==> src/rtl/gpio_port_pkg.sv <==
package gpio_port_pkg;

  localparam logic [7:0] OFF_LEVEL = 8'h00;
  localparam logic [7:0] OFF_DIR   = 8'h04;
  localparam logic [7:0] OFF_SET   = 8'h08;
  localparam logic [7:0] OFF_CLR   = 8'h0C;
  localparam logic [7:0] OFF_RISE  = 8'h10;
  localparam logic [7:0] OFF_FALL  = 8'h14;
  localparam logic [7:0] OFF_STAT  = 8'h18;
  localparam logic [7:0] OFF_SPARE = 8'h20;

  typedef enum logic [1:0] {
    RD_ZERO  = 2'd0,
    RD_LEVEL = 2'd1,
    RD_DIR   = 2'd2,
    RD_SPARE = 2'd3
  } rdSrc_e;

  typedef struct packed {
    logic   wrDir;
    logic   wrSpare;
    logic   wrSet;
    logic   wrClr;
    logic   wrRise;
    logic   wrFall;
    logic   wrStat;
    logic   rdEn;
    rdSrc_e rdSrc;
  } gpioStrobe_t;

endpackage

==> src/rtl/gpio_port_sync.sv <==
module gpio_port_sync #(
  parameter int DATA_W = 32,
  parameter int STAGES = 2
) (
  input  logic              clk,
  input  logic              rstN,
  input  logic [DATA_W-1:0] rawIn,
  output logic [DATA_W-1:0] syncOut
);

  logic [STAGES-1:0][DATA_W-1:0] chain;

  always_ff @(posedge clk or negedge rstN) begin
    if (!rstN) begin
      chain <= '0;
    end else begin
      chain[0] <= rawIn;
      for (int i = 1; i < STAGES; i++) begin
        chain[i] <= chain[i-1];
      end
    end
  end

  assign syncOut = chain[STAGES-1];

endmodule

==> src/rtl/gpio_port_ctrl.sv <==
module gpio_port_ctrl
  import gpio_port_pkg::*;
#(
  parameter int DATA_W = 32,
  parameter int ADDR_W = 6
) (
  input  logic              clk,
  input  logic              rstN,
  input  logic              busSel,
  input  logic              busWr,
  input  logic [ADDR_W-1:0] busAddr,
  input  logic [DATA_W-1:0] busWdata,
  input  logic [DATA_W-1:0] outMask,
  output gpioStrobe_t       strobe,
  output logic              errPulse
);

  logic aligned;
  logic hitLevel, hitDir, hitSet, hitClr, hitRise, hitFall, hitStat, hitSpare;
  logic hitAny, wrAcc, rdAcc, overlap, badWrite;

  always_comb begin
    aligned  = (busAddr[1:0] == 2'b00);
    hitLevel = aligned && (busAddr == ADDR_W'(OFF_LEVEL));
    hitDir   = aligned && (busAddr == ADDR_W'(OFF_DIR));
    hitSet   = aligned && (busAddr == ADDR_W'(OFF_SET));
    hitClr   = aligned && (busAddr == ADDR_W'(OFF_CLR));
    hitRise  = aligned && (busAddr == ADDR_W'(OFF_RISE));
    hitFall  = aligned && (busAddr == ADDR_W'(OFF_FALL));
    hitStat  = aligned && (busAddr == ADDR_W'(OFF_STAT));
    hitSpare = aligned && (busAddr == ADDR_W'(OFF_SPARE));
    hitAny   = hitLevel | hitDir | hitSet | hitClr | hitRise | hitFall | hitStat | hitSpare;
    wrAcc    = busSel && busWr;
    rdAcc    = busSel && !busWr;
    overlap  = |(busWdata & outMask);
  end

  always_comb begin
    strobe         = '0;
    strobe.rdSrc   = RD_ZERO;
    badWrite       = 1'b0;
    if (rdAcc) begin
      strobe.rdEn = 1'b1;
      if (hitLevel)      strobe.rdSrc = RD_LEVEL;
      else if (hitDir)   strobe.rdSrc = RD_DIR;
      else if (hitSpare) strobe.rdSrc = RD_SPARE;
      else               strobe.rdSrc = RD_ZERO;
    end
    if (wrAcc) begin
      strobe.wrDir   = hitDir;
      strobe.wrSpare = hitSpare;
      strobe.wrSet   = hitSet && overlap;
      strobe.wrClr   = hitClr && overlap;
      strobe.wrRise  = hitRise;
      strobe.wrFall  = hitFall;
      strobe.wrStat  = hitStat;
      badWrite       = !hitAny || hitLevel || ((hitSet || hitClr) && !overlap);
    end
  end

  always_ff @(posedge clk or negedge rstN) begin
    if (!rstN) errPulse <= 1'b0;
    else       errPulse <= badWrite;
  end

endmodule

==> src/rtl/gpio_port_datapath.sv <==
module gpio_port_datapath
  import gpio_port_pkg::*;
#(
  parameter int DATA_W = 32
) (
  input  logic              clk,
  input  logic              rstN,
  input  gpioStrobe_t       strobe,
  input  logic [DATA_W-1:0] busWdata,
  input  logic [DATA_W-1:0] pinSync,
  output logic [DATA_W-1:0] dirReg,
  output logic [DATA_W-1:0] levelReg,
  output logic [DATA_W-1:0] busRdata,
  output logic              irqAny
);

  logic [DATA_W-1:0] spareReg, riseEn, fallEn, statusReg, pinPrev;
  logic [DATA_W-1:0] levelNext, edgeHits, clrMask, statusNext, outBits;

  always_comb begin
    outBits = levelReg & dirReg;
    if (strobe.wrSet) outBits = outBits | (busWdata & dirReg);
    if (strobe.wrClr) outBits = outBits & ~(busWdata & dirReg);
    levelNext = outBits | (pinSync & ~dirReg);
  end

  always_comb begin
    edgeHits   = (pinSync & ~pinPrev & riseEn) | (~pinSync & pinPrev & fallEn);
    clrMask    = strobe.wrStat ? busWdata : '0;
    statusNext = (statusReg & ~clrMask) | edgeHits;
  end

  always_ff @(posedge clk or negedge rstN) begin
    if (!rstN) begin
      dirReg    <= '0;
      spareReg  <= '0;
      riseEn    <= '0;
      fallEn    <= '0;
      levelReg  <= '0;
      statusReg <= '0;
      pinPrev   <= '0;
    end else begin
      if (strobe.wrDir)   dirReg   <= busWdata;
      if (strobe.wrSpare) spareReg <= busWdata;
      if (strobe.wrRise)  riseEn   <= busWdata;
      if (strobe.wrFall)  fallEn   <= busWdata;
      levelReg  <= levelNext;
      statusReg <= statusNext;
      pinPrev   <= pinSync;
    end
  end

  always_ff @(posedge clk or negedge rstN) begin
    if (!rstN) begin
      busRdata <= '0;
    end else if (strobe.rdEn) begin
      case (strobe.rdSrc)
        RD_LEVEL: busRdata <= levelReg;
        RD_DIR:   busRdata <= dirReg;
        RD_SPARE: busRdata <= spareReg;
        default:  busRdata <= '0;
      endcase
    end
  end

  assign irqAny = |statusReg;

endmodule

==> src/rtl/gpio_port.sv <==
module gpio_port
  import gpio_port_pkg::*;
#(
  parameter int DATA_W      = 32,
  parameter int ADDR_W      = 6,
  parameter int SYNC_STAGES = 2
) (
  input  logic              clk,
  input  logic              rstN,
  input  logic              busSel,
  input  logic              busWr,
  input  logic [ADDR_W-1:0] busAddr,
  input  logic [DATA_W-1:0] busWdata,
  output logic [DATA_W-1:0] busRdata,
  output logic              accessErr,
  input  logic [DATA_W-1:0] pinIn,
  output logic [DATA_W-1:0] pinOut,
  output logic [DATA_W-1:0] pinOe,
  output logic              irqOut
);

  gpioStrobe_t       strobe;
  logic [DATA_W-1:0] pinSync, dirReg, levelReg;

  gpio_port_sync #(.DATA_W(DATA_W), .STAGES(SYNC_STAGES)) sync_i (
    .clk(clk), .rstN(rstN), .rawIn(pinIn), .syncOut(pinSync)
  );

  gpio_port_ctrl #(.DATA_W(DATA_W), .ADDR_W(ADDR_W)) ctrl_i (
    .clk(clk), .rstN(rstN), .busSel(busSel), .busWr(busWr), .busAddr(busAddr),
    .busWdata(busWdata), .outMask(dirReg), .strobe(strobe), .errPulse(accessErr)
  );

  gpio_port_datapath #(.DATA_W(DATA_W)) dp_i (
    .clk(clk), .rstN(rstN), .strobe(strobe), .busWdata(busWdata), .pinSync(pinSync),
    .dirReg(dirReg), .levelReg(levelReg), .busRdata(busRdata), .irqAny(irqOut)
  );

  assign pinOe  = dirReg;
  assign pinOut = levelReg & dirReg;

endmodule

==> config.mk <==
export PLATFORM = sky130hd
export DESIGN_NAME = gpio_port
export DESIGN_NICKNAME = d
export VERILOG_FILES = /design/src/rtl/gpio_port_pkg.sv /design/src/rtl/gpio_port_sync.sv /design/src/rtl/gpio_port_ctrl.sv /design/src/rtl/gpio_port_datapath.sv /design/src/rtl/gpio_port.sv
export SDC_FILE = /design/constraint.sdc
export NUM_CORES = 1
export LEC_CHECK = 0
export BUFFER_PORTS_ARGS = -buffer_cell sky130_fd_sc_hd__buf_4
export CAP_MARGIN = 15
export CORE_MARGIN = 2
export CORE_UTILIZATION = 50
export CTS_CLUSTER_SIZE = 12
export DETAILED_ROUTE_END_ITERATION = 12
export PLACE_DENSITY = 0.8
export SYNTH_ARGS = -nofsm -noshare
export SYNTH_HDL_FRONTEND = slang
export SYNTH_SLANG_ARGS = --single-unit
==> constraint.sdc <==
create_clock -name clk -period 5.15 [get_ports clk]
set_input_delay 0.7725 -clock clk [delete_from_list [all_inputs] [get_ports clk]]
set_output_delay 0.7725 -clock clk [all_outputs]
set_load 0.005 [all_outputs]
; ---- Yosys cells after proc, flatten, opt, wreduce, memory -nomap -nowiden
; Index checks and enable logic that the tools add are counted.
; W data, S select, Z words.
[word_totals]
reg_bits = 321
latch_bits = 0
ramBits = 0
mem_bits_ro = 0
in_bits = 74
elab_cells = 79
mem_count = 0
[op_classes]
addsub = 0
mul = 0
div = 0
order_cmp = 0
n_eq_ne = 10
n_shift = 0
muxes = 10
bitwise = 25
n_reduce_logical = 23
[op_table]
columns = op, n
row1 = $and A32 B32 Y32, 9
row2 = $not A32 Y32, 5
row3 = $or A32 B32 Y32, 4
row4 = $mux W32, 3
row5 = $pmux W32 S3, 1
row6 = $reduce_or A32 Y1, 2
row7 = $eq A6 B5 Y1 const B, 3
row8 = $logic_and A1 B1 Y1, 13
row9 = $eq A6 B4 Y1 const B, 2
row10 = $mux W7, 1
row11 = $or A1 B1 Y1, 7
row12 = $eq A6 B3 Y1 const B, 1
row13 = $eq A6 B6 Y1 const B, 1
row14 = $logic_not A6 Y1, 1
row15 = $mux W2, 3
row16 = $eq A2 B2 Y1 const B, 2
row17 = $logic_not A1 Y1, 3
row18 = $logic_or A1 B1 Y1, 3
row19 = $mux W3, 1
row20 = $eq A2 B1 Y1 const B, 1
row21 = $logic_not A2 Y1, 1
row22 = $mux W1, 1

; ---- Longest topological paths before layout
; Gate-level depths: netlist of run 1.
[logic_depth]
depth_word = 13
depth_mapped = 8
ltp_nobuf = 6

; ---- Hierarchy
; A second synthesis of run 1 with hierarchy kept.
[hier_totals]
cells_unflattened = 1034
hier_area_um2 = 13377.8
[modules_own_cells]
columns = module, n_inst, cells_per_inst, area_per_inst_um2, seq_area_each_um2
row1 = gpio_port_datapath, 1, 855, 10966.8, 6406.1
row2 = gpio_port_sync, 1, 96, 1841.8, 1601.5
row3 = gpio_port_ctrl, 1, 51, 369.1, 25.0
row4 = gpio_port, 1, 32, 200.2, 0.0

; ---- Worst setup path before layout of run 1
; No wires, ideal clock.
[synth_timing]
kind = input to register
from = in busAddr[1]
to = reg dp_i.spareReg[10]
arrival_ps = 2476
t_required_ps = 5025
setup_slack_ps = 2549
cell_stages = 7
path_buffers = 3
path_cell_list = or3_1 -> or3_1 -> buf_6 -> or3_1 -> buf_6 -> buf_12 -> mux2_4
[synth_via]
elab_chain_len = 3
elab_cells_between_ends = 4
[synth_lines]
columns = item, line
row1 = "start, declared", gpio_port.sv:12  ; input logic [ADDR_W-1:0] busAddr,
row2 = $eq A6 B6 Y1 or $logic_not A2 Y1 (tied branches), "gpio_port_ctrl.sv:31, gpio_port_ctrl.sv:23"
row3 = $logic_and A1 B1 Y1 (*), gpio_port_ctrl.sv:31  ; hitSpare = aligned && (busAddr == ADDR_W'(OFF_SPARE));
row4 = $mux W7 (*), gpio_port_ctrl.sv:49  ; if (wrAcc) begin
row5 = "end signal, assigned", gpio_port_datapath.sv:44  ; if (strobe.wrSpare) spareReg <= busWdata;
row6 = "end, declared", gpio_port_datapath.sv:17  ; logic [DATA_W-1:0] spareReg, riseEn, fallEn, statusReg, pinPrev;
; Every way passes the cells marked *; elsewhere a longest branch is shown, timed or not.
; A chain may end at the register's enable or synchronous reset.

; ---- Worst setup path in the final report of run 1
[layout_timing]
from = reg dp_i.statusReg[30]
to = out irqOut
[layout_via]
elab_chain_len = 1
[layout_lines]
columns = item, line
row1 = "start, declared", gpio_port_datapath.sv:17
row2 = "start signal, assigned", gpio_port_datapath.sv:48  ; statusReg <= statusNext;
row3 = $reduce_or A32 Y1, gpio_port_datapath.sv:66  ; assign irqAny = |statusReg;
row4 = "end, declared", gpio_port.sv:19  ; output logic irqOut
; Every way passes these cells.

==> metrics.txt, run 1 <==
EDFF count, synth=0; # nets final=between 1000 and 1500; Fin Clk Skew=0.0133 ns; final worst-path cycle share=56.6%; Multi-input gate area=0.00445 mm^2; yosys warns=0; Core Util, Final=61.8%; via count=8642; final setup fails=0; die span in x=163 um; Slew Limit Fails=0; GR Util All Layers=24.8%; Final Hold Viols=0; CTS Buffer Depth=3; WL/cell=22.1 um; largest net degree at the start of global routing=around 150; unrepaired setup endpoints after global routing=false; max-cap viol count=0; Reg area=0.00803 mm^2; Arrival @ worst endpoint=between 2 and 2.5 ns; Worst Path Required=4.38 ns; Final TNS setup=0 ns; Vias per Instance=5.84; Filler Cells Inserted=1913; Core Rows=58; Initial Util=50.6%; Tmin final=2.91 ns; IO Port Bufs=171; top cells by count, synth=dfrtp_1, nand2_1, mux2_2; htree depth=2; Max Fanout on Critical Path=2; DRT Pass-1 Iters=4; sequential area share after synthesis=63.2%; placed insts=1423; startpoint type of the worst setup path=register; area delta synth->final=21.9%; Die Area=approximately 0.027 mm^2; initial antenna violation count=2; grt met2 use=about two fifths; CTS root buf=clkbuf_16; Cell variety after synth=41; crit path kind=reg -> out; top cell type's share of synthesized area=63.2%; fin cells=1480; Slew @ Worst Pin=~1.2 ns; Placer Congestion=0.801; Peak VDD IR=0.218 mV; clock sinks=between 300 and 400; Pleak=7.43 nW; global-route wire length before repair=50800 um; Num CTS Buffers=35; number of global-route vias before repair=9009; clock transition at the registers of the reported paths=about 0.060 ns; Residual DRC=0; CTS tree=done; Chip Height=about 160 um; buffer count from post-CTS setup fixing=0; syn nets=1021; most frequent cell after synthesis=dfrtp_1; GR Overflow Total=0; status=finished clean; Tot Pwr=0.00575 W; grt met3 use=5.23%; PostCTS Resize Cnt=0; Power Density=371 mW/mm^2; hold buffer count at CTS=0; worst min path class=reg -> reg; clock latency on the worst-skew pair=around 0.51 ns; Most Crowded Layer GR=met2; DRT Wirelength=32700 um; syn_area_per_cell=13.4 um^2; met1 Use GR=34.4%; layout cell share with drive strength beyond 1=35.1%; Seq cells post-synth=321; DR iter-0 viols=between 700 and 800; Max Clk Rate=0.343 GHz; Synth area leaders=dfrtp_1, mux2_2, nand2_1; Synth area leader=dfrtp_1; Mapped Cells=947; Crit. End Element=primary output; Hold WS=0.338 ns; Netlist Area Pre-Place=0.0127 mm^2; antenna-violating nets left=0; relative slew slack=22.9%; core footprint=about 0.025 mm^2; Top FF cell, synth=dfrtp_1; io pins=172; HPWL after detailed placement=about 21000 um; FFs w/ async S/R, synth=100%
## layout make-up
cell class	instances	area share, %
well taps	330	2.66
repair buffers	184	9.04
diodes	1	0.0161
clock inverters	4	0.476
clock buffers	52	6.79
multi-input cells	568	28.7
flip-flops and latches	321	51.8
inverters	20	0.484
## final timing paths
path / from / endpoint / slack (ns) / cells past startpoint
setup / recovery: dp_i.statusReg[30] / irqOut / 2.24 / 4
hold / removal: sync_i.chain[18] / sync_i.syncOut[18] / 0.34 / 0
setup reg to reg: dp_i.dirReg[28] / dp_i.levelReg[27] / 2.41 / 7
hold reg to reg: sync_i.chain[18] / sync_i.syncOut[18] / 0.34 / 0
max in group asynchronous: rstN / dp_i.levelReg[8] / 3.58 / 2
min in group asynchronous: rstN / sync_i.chain[28] / 0.38 / 1
## per-stage QoR
| stage | instance area [um^2] | setup slack, ns |
|---|---|---|
| after floorplan | 12700 | 2.55 |
| after global placement | 14400 | 1.93 |
| after detailed placement | 14400 | 1.88 |
| after CTS | 15500 | 2.18 |
| after global routing | 15500 | 2.11 |
| final | 15500 | 2.24 |
## kinds of logic after synthesis
| kind of cell | Yosys count | share of synthesized area, % |
|---|---|---|
| buffers and inverters | 58 | 2.30 |
| and+or+nand+nor | 239 | 9.61 |
| xor gates and xnor gates | 1 | 0.0689 |
| muxes | 131 | 12.5 |
| DFF | 321 | 63.2 |
| AOI/OAI and AO/OA | 197 | 12.4 |
## layer usage
layer,part of all wire (%),up-vias
li1,-,3788
met1,43,4422
met2,48,363
met3,7.3,69
met4,2.5,0
met5,0,-
## power breakdown
part           switching (W)  total, W  internal [W]
Clock               0.000954   0.00246       0.00150
Combinational       0.000208  0.000447      0.000239
Sequential          0.000152   0.00284       0.00269
Total                0.00131   0.00575       0.00443
## critical path, stage by stage, from the launching register on
cell and delay, ns:
dfrtp_1 0.40, nor4_1 0.57, nand4_1 0.18, or2_2 0.33, buf_4 0.14
## registers in the layout, indices dropped and copies added (netlist names)
signal and count:
ctrl_i.errPulse 1, dp_i.busRdata 32, dp_i.dirReg 32, dp_i.fallEn 32, dp_i.levelReg 32, dp_i.pinPrev 32
dp_i.riseEn 32, dp_i.spareReg 32, dp_i.statusReg 32, sync_i.chain 32, sync_i.syncOut 32
## layout by cell type (no fill, tap or decap), drive strengths merged, types with 2 or more instances in the layout
cell type  instances
and4               2
clkinv             2
nand3b            33
nor2               6
a21oi             25
a221o             25
mux2             128
or4                2
clkbuf            52
o22ai             19
nor3               2
nor4               9
nor2b             13
and2              34
a221oi             8
nand4              3
a31o              13
nand2            123
mux2i              3
a21o              13
nor3b              3
buf              184
or3                3
o211ai            32
dfrtp            321
bufinv             2
a22oi              8
a22o              33
a21bo             19
inv               20
nand3              3
No activity file was read; power rests on OpenSTA's default activity.
==> inputs of run 2 (changes only) <==
- ABC_AREA: default -> 1
- PLACE_DENSITY: 0.8 -> 0.82
- clock period: 5.15 -> 2.6 ns (I/O delays scaled with it)
==> run 2 against run 1 <==
Non-clock buffer count is 40 higher. Setup slack worse by 2.1 ns. Total power is 95% higher. Critical path type unchanged. First-iteration DRC count is 41% higher. Clock skew is 0.0032 ns higher. Largest power group unchanged. Critical path depth stayed put.
==> metrics.txt, run 2 <==
Reg power frac=49.5% (about the same); IO Port Bufs=171 (unchanged); Worst Reg2Reg Path Length in Cells=10 (+3); buffer count from post-CTS setup fixing=0 (unchanged); worst hold stages=1 (+1); Arrival @ worst endpoint=2.12 ns (-0.02 ns); final worst-path cycle share=96.6%; worst min path class=in -> reg; htree depth=2 (unchanged); max-cap viol count=0 (unchanged); Synth area leaders=dfrtp_1, nand2_1, o21ai_0; Die Area=0.0271 mm^2 (+1.3%); share of total power in the clock network=41.3% (-1.5 points); syn_area_per_cell=9.27 um^2 (-31%); syn nets=1464 (+43%); relative slew slack=51.7% (+29 points); GR Overflow Total=0 (unchanged); Tmin final=2.51 ns; Filler Cells Inserted=2026 (+5.9%); die span in x=165 um (+0.65%); initial antenna violation count=0 (-2); Crit. End Element=primary output; Worst Hold Path EP=sync_i.chain[0]; yosys warns=0 (unchanged); # nets final=1672 (+39%); Seq cells post-synth=321 (unchanged); commonest non-fill, non-tap cell in the layout=nand2_1; status=finished clean; CTS root buf=clkbuf_16; Netlist Area Pre-Place=0.0129 mm^2 (+1.3%); clock transition at the registers of the reported paths=0.06 ns (about the same); Residual DRC=0 (unchanged); Tot Pwr=0.0112 W (+95%); Core Rows=58 (unchanged); Int Power=0.00850 W (+92%); most frequent cell after synthesis=nand2_1; global-route wire length before repair=53700 um (+5.8%); FFs w/ async S/R, synth=100% (unchanged); startpoint type of the worst setup path=register; HP Start=pinIn[0]; crit path kind=reg -> out; Mapped Cells=1390 (+47%); Sw Share=24.2% (+1.3 points); core footprint=0.0253 mm^2 (+0.58%); n_diodes=0 (-1); CTS tree=done; Vias per Instance=5.45 (-6.6%); EDFF count, synth=0 (unchanged); io pins=172 (unchanged); DR iter-0 viols=1130 (+41%); Pleak=8.16 nW (+9.8%); R2R Setup Slk=0.54 ns (-1.87 ns); area delta synth->final=23.8%; top cell type's share of synthesized area=62.3% (-0.83 points); via count=10600 (+23%); Slew @ Worst Pin=0.725 ns (-0.430 ns); Max Fanout on Critical Path=2 (unchanged); DRT Pass-1 Iters=7 (+3); Chip Height=165 um (+0.65%); largest net degree at the start of global routing=74 (-49%); Logic pwr share=9.1% (+1.3 points); Worst Path Required=2.21 ns (-2.17 ns); Peak VDD IR=0.419 mV (+93%); Synth area leader=dfrtp_1; Fin Clk Skew=0.0166 ns (+0.00323 ns); unrepaired setup endpoints after global routing=false; clock sinks=321 (unchanged); Placer Congestion=0.867 (+8.2%); Num CTS Buffers=34 (-2.9%); DRT Wirelength=34500 um (+5.7%); Initial Util=51.0% (+0.38 points); clock latency on the worst-skew pair=0.51 ns (about the same); Design Area, Final=0.0160 mm^2 (+2.9%); number of global-route vias before repair=10200 (+14%); antenna-violating nets left=0 (unchanged); WL/cell=17.8 um (-20%); Power Density=702 mW/mm^2 (+90%); Max Clk Rate=0.398 GHz; HPWL after detailed placement=22200 um (+5.3%); layout cell share with drive strength beyond 1=18.0% (-17 points); Top FF cell, synth=dfrtp_1; Final Hold Viols=0 (unchanged); GR Util All Layers=25.7% (+0.94 points); placed inst area=0.0146 mm^2 (+1.5%); reg2reg end=dp_i.levelReg[13]; Slew Limit Fails=0 (unchanged); Final TNS setup=0 ns (unchanged); Worst R2R Start=dp_i.dirReg[19]; CTS Buffer Depth=3 (unchanged); Cell variety after synth=25 (-39%); Sw Pwr=0.00271 W (+110%); top cells by count, synth=nand2_1, dfrtp_1, o21ai_0; sequential area share after synthesis=62.3% (-0.83 points); final setup fails=0 (unchanged); commonest non-fill, non-tap cells in the layout=nand2_1, dfrtp_1, buf_4, o21ai_0, inv_1
[run 2: metal layers]
metal,vias to the layer above,track usage [%],wire length (um)
li1,4891,-,-
met1,5112,35.1,13700
met4,0,10.0,1160
met2,512,41.0,16400
met3,94,5.07,3260
met5,-,0,0
[run 2: area by class of cell]
| cell class | count | area, um^2 | area share, % |
|---|---|---|---|
| clock buffers | 50 | 972 | 6.10 |
| clock inverters | 3 | 68.8 | 0.431 |
| inverters | 140 | 526 | 3.29 |
| multi-input cells | 877 | 4070 | 25.5 |
| flip-flops and latches | 321 | 8030 | 50.4 |
| well taps | 330 | 413 | 2.59 |
| repair buffers | 224 | 1870 | 11.7 |
[run 2: how the worst max path moves through the flow]
| stage | cells past startpoint | startpoint | end |
|---|---|---|---|
| floorplan | 12 | dp_i.dirReg[26] | dp_i.levelReg[10] |
| global placement | 4 | dp_i.statusReg[7] | irqOut |
| detailed placement | 12 | busWdata[19] | dp_i.levelReg[13] |
| CTS | 4 | dp_i.statusReg[7] | irqOut |
| global route | 4 | dp_i.statusReg[10] | irqOut |
| finish | 4 | dp_i.statusReg[30] | irqOut |
[run 2: metrics by stage]
step / hold slack, ns / setup WS [ns] / cells / util (%)
after global placement: 0.333 / 0.595 / 1860 / 57.8
after global routing: 0.00729 / 0.00401 / 1945 / 63.2
after CTS: 0.0154 / 0.0654 / 1945 / 63.2
after detailed placement: 0.335 / 0.560 / 1860 / 57.8
final: 0.0270 / 0.0879 / 1945 / 63.2
after floorplan: 0.0944 / 1.15 / 1390 / -
[run 2: critical path, cell delays in order (launching register included)]
cell and delay, ns:
dfrtp_1 0.39, nor4_1 0.55, nand4_1 0.18, or2_2 0.37
buf_4 0.15
[run 2: repair_timing]
action / 4_1_cts / 5_1_grt
hold buffers: 32 / 0
endpoints found under the hold margin: 98 / 0
resized for setup: 0 / 0
[run 2: kinds of logic after synthesis]
family / Yosys count / synth area share [%]
AND/OR/NAND/NOR: 682 / 23.3
AO/OA/AOI/OAI: 195 / 8.23
flip-flops: 321 / 62.3
buffers and inverters: 192 / 6.11
[run 2: power by group through the flow]
stage / Clock, W / Combinational (W) / Sequential (W)
3_5_place_dp: 0 / 0.000985 / 0.00563
6_report: 0.00463 / 0.00102 / 0.00555
2_1_floorplan: 0 / 0.000500 / 0.00557
4_1_cts: 0.00470 / 0.00103 / 0.00554
3_3_place_gp: 0 / 0.000948 / 0.00562
5_1_grt: 0.00491 / 0.00115 / 0.00559
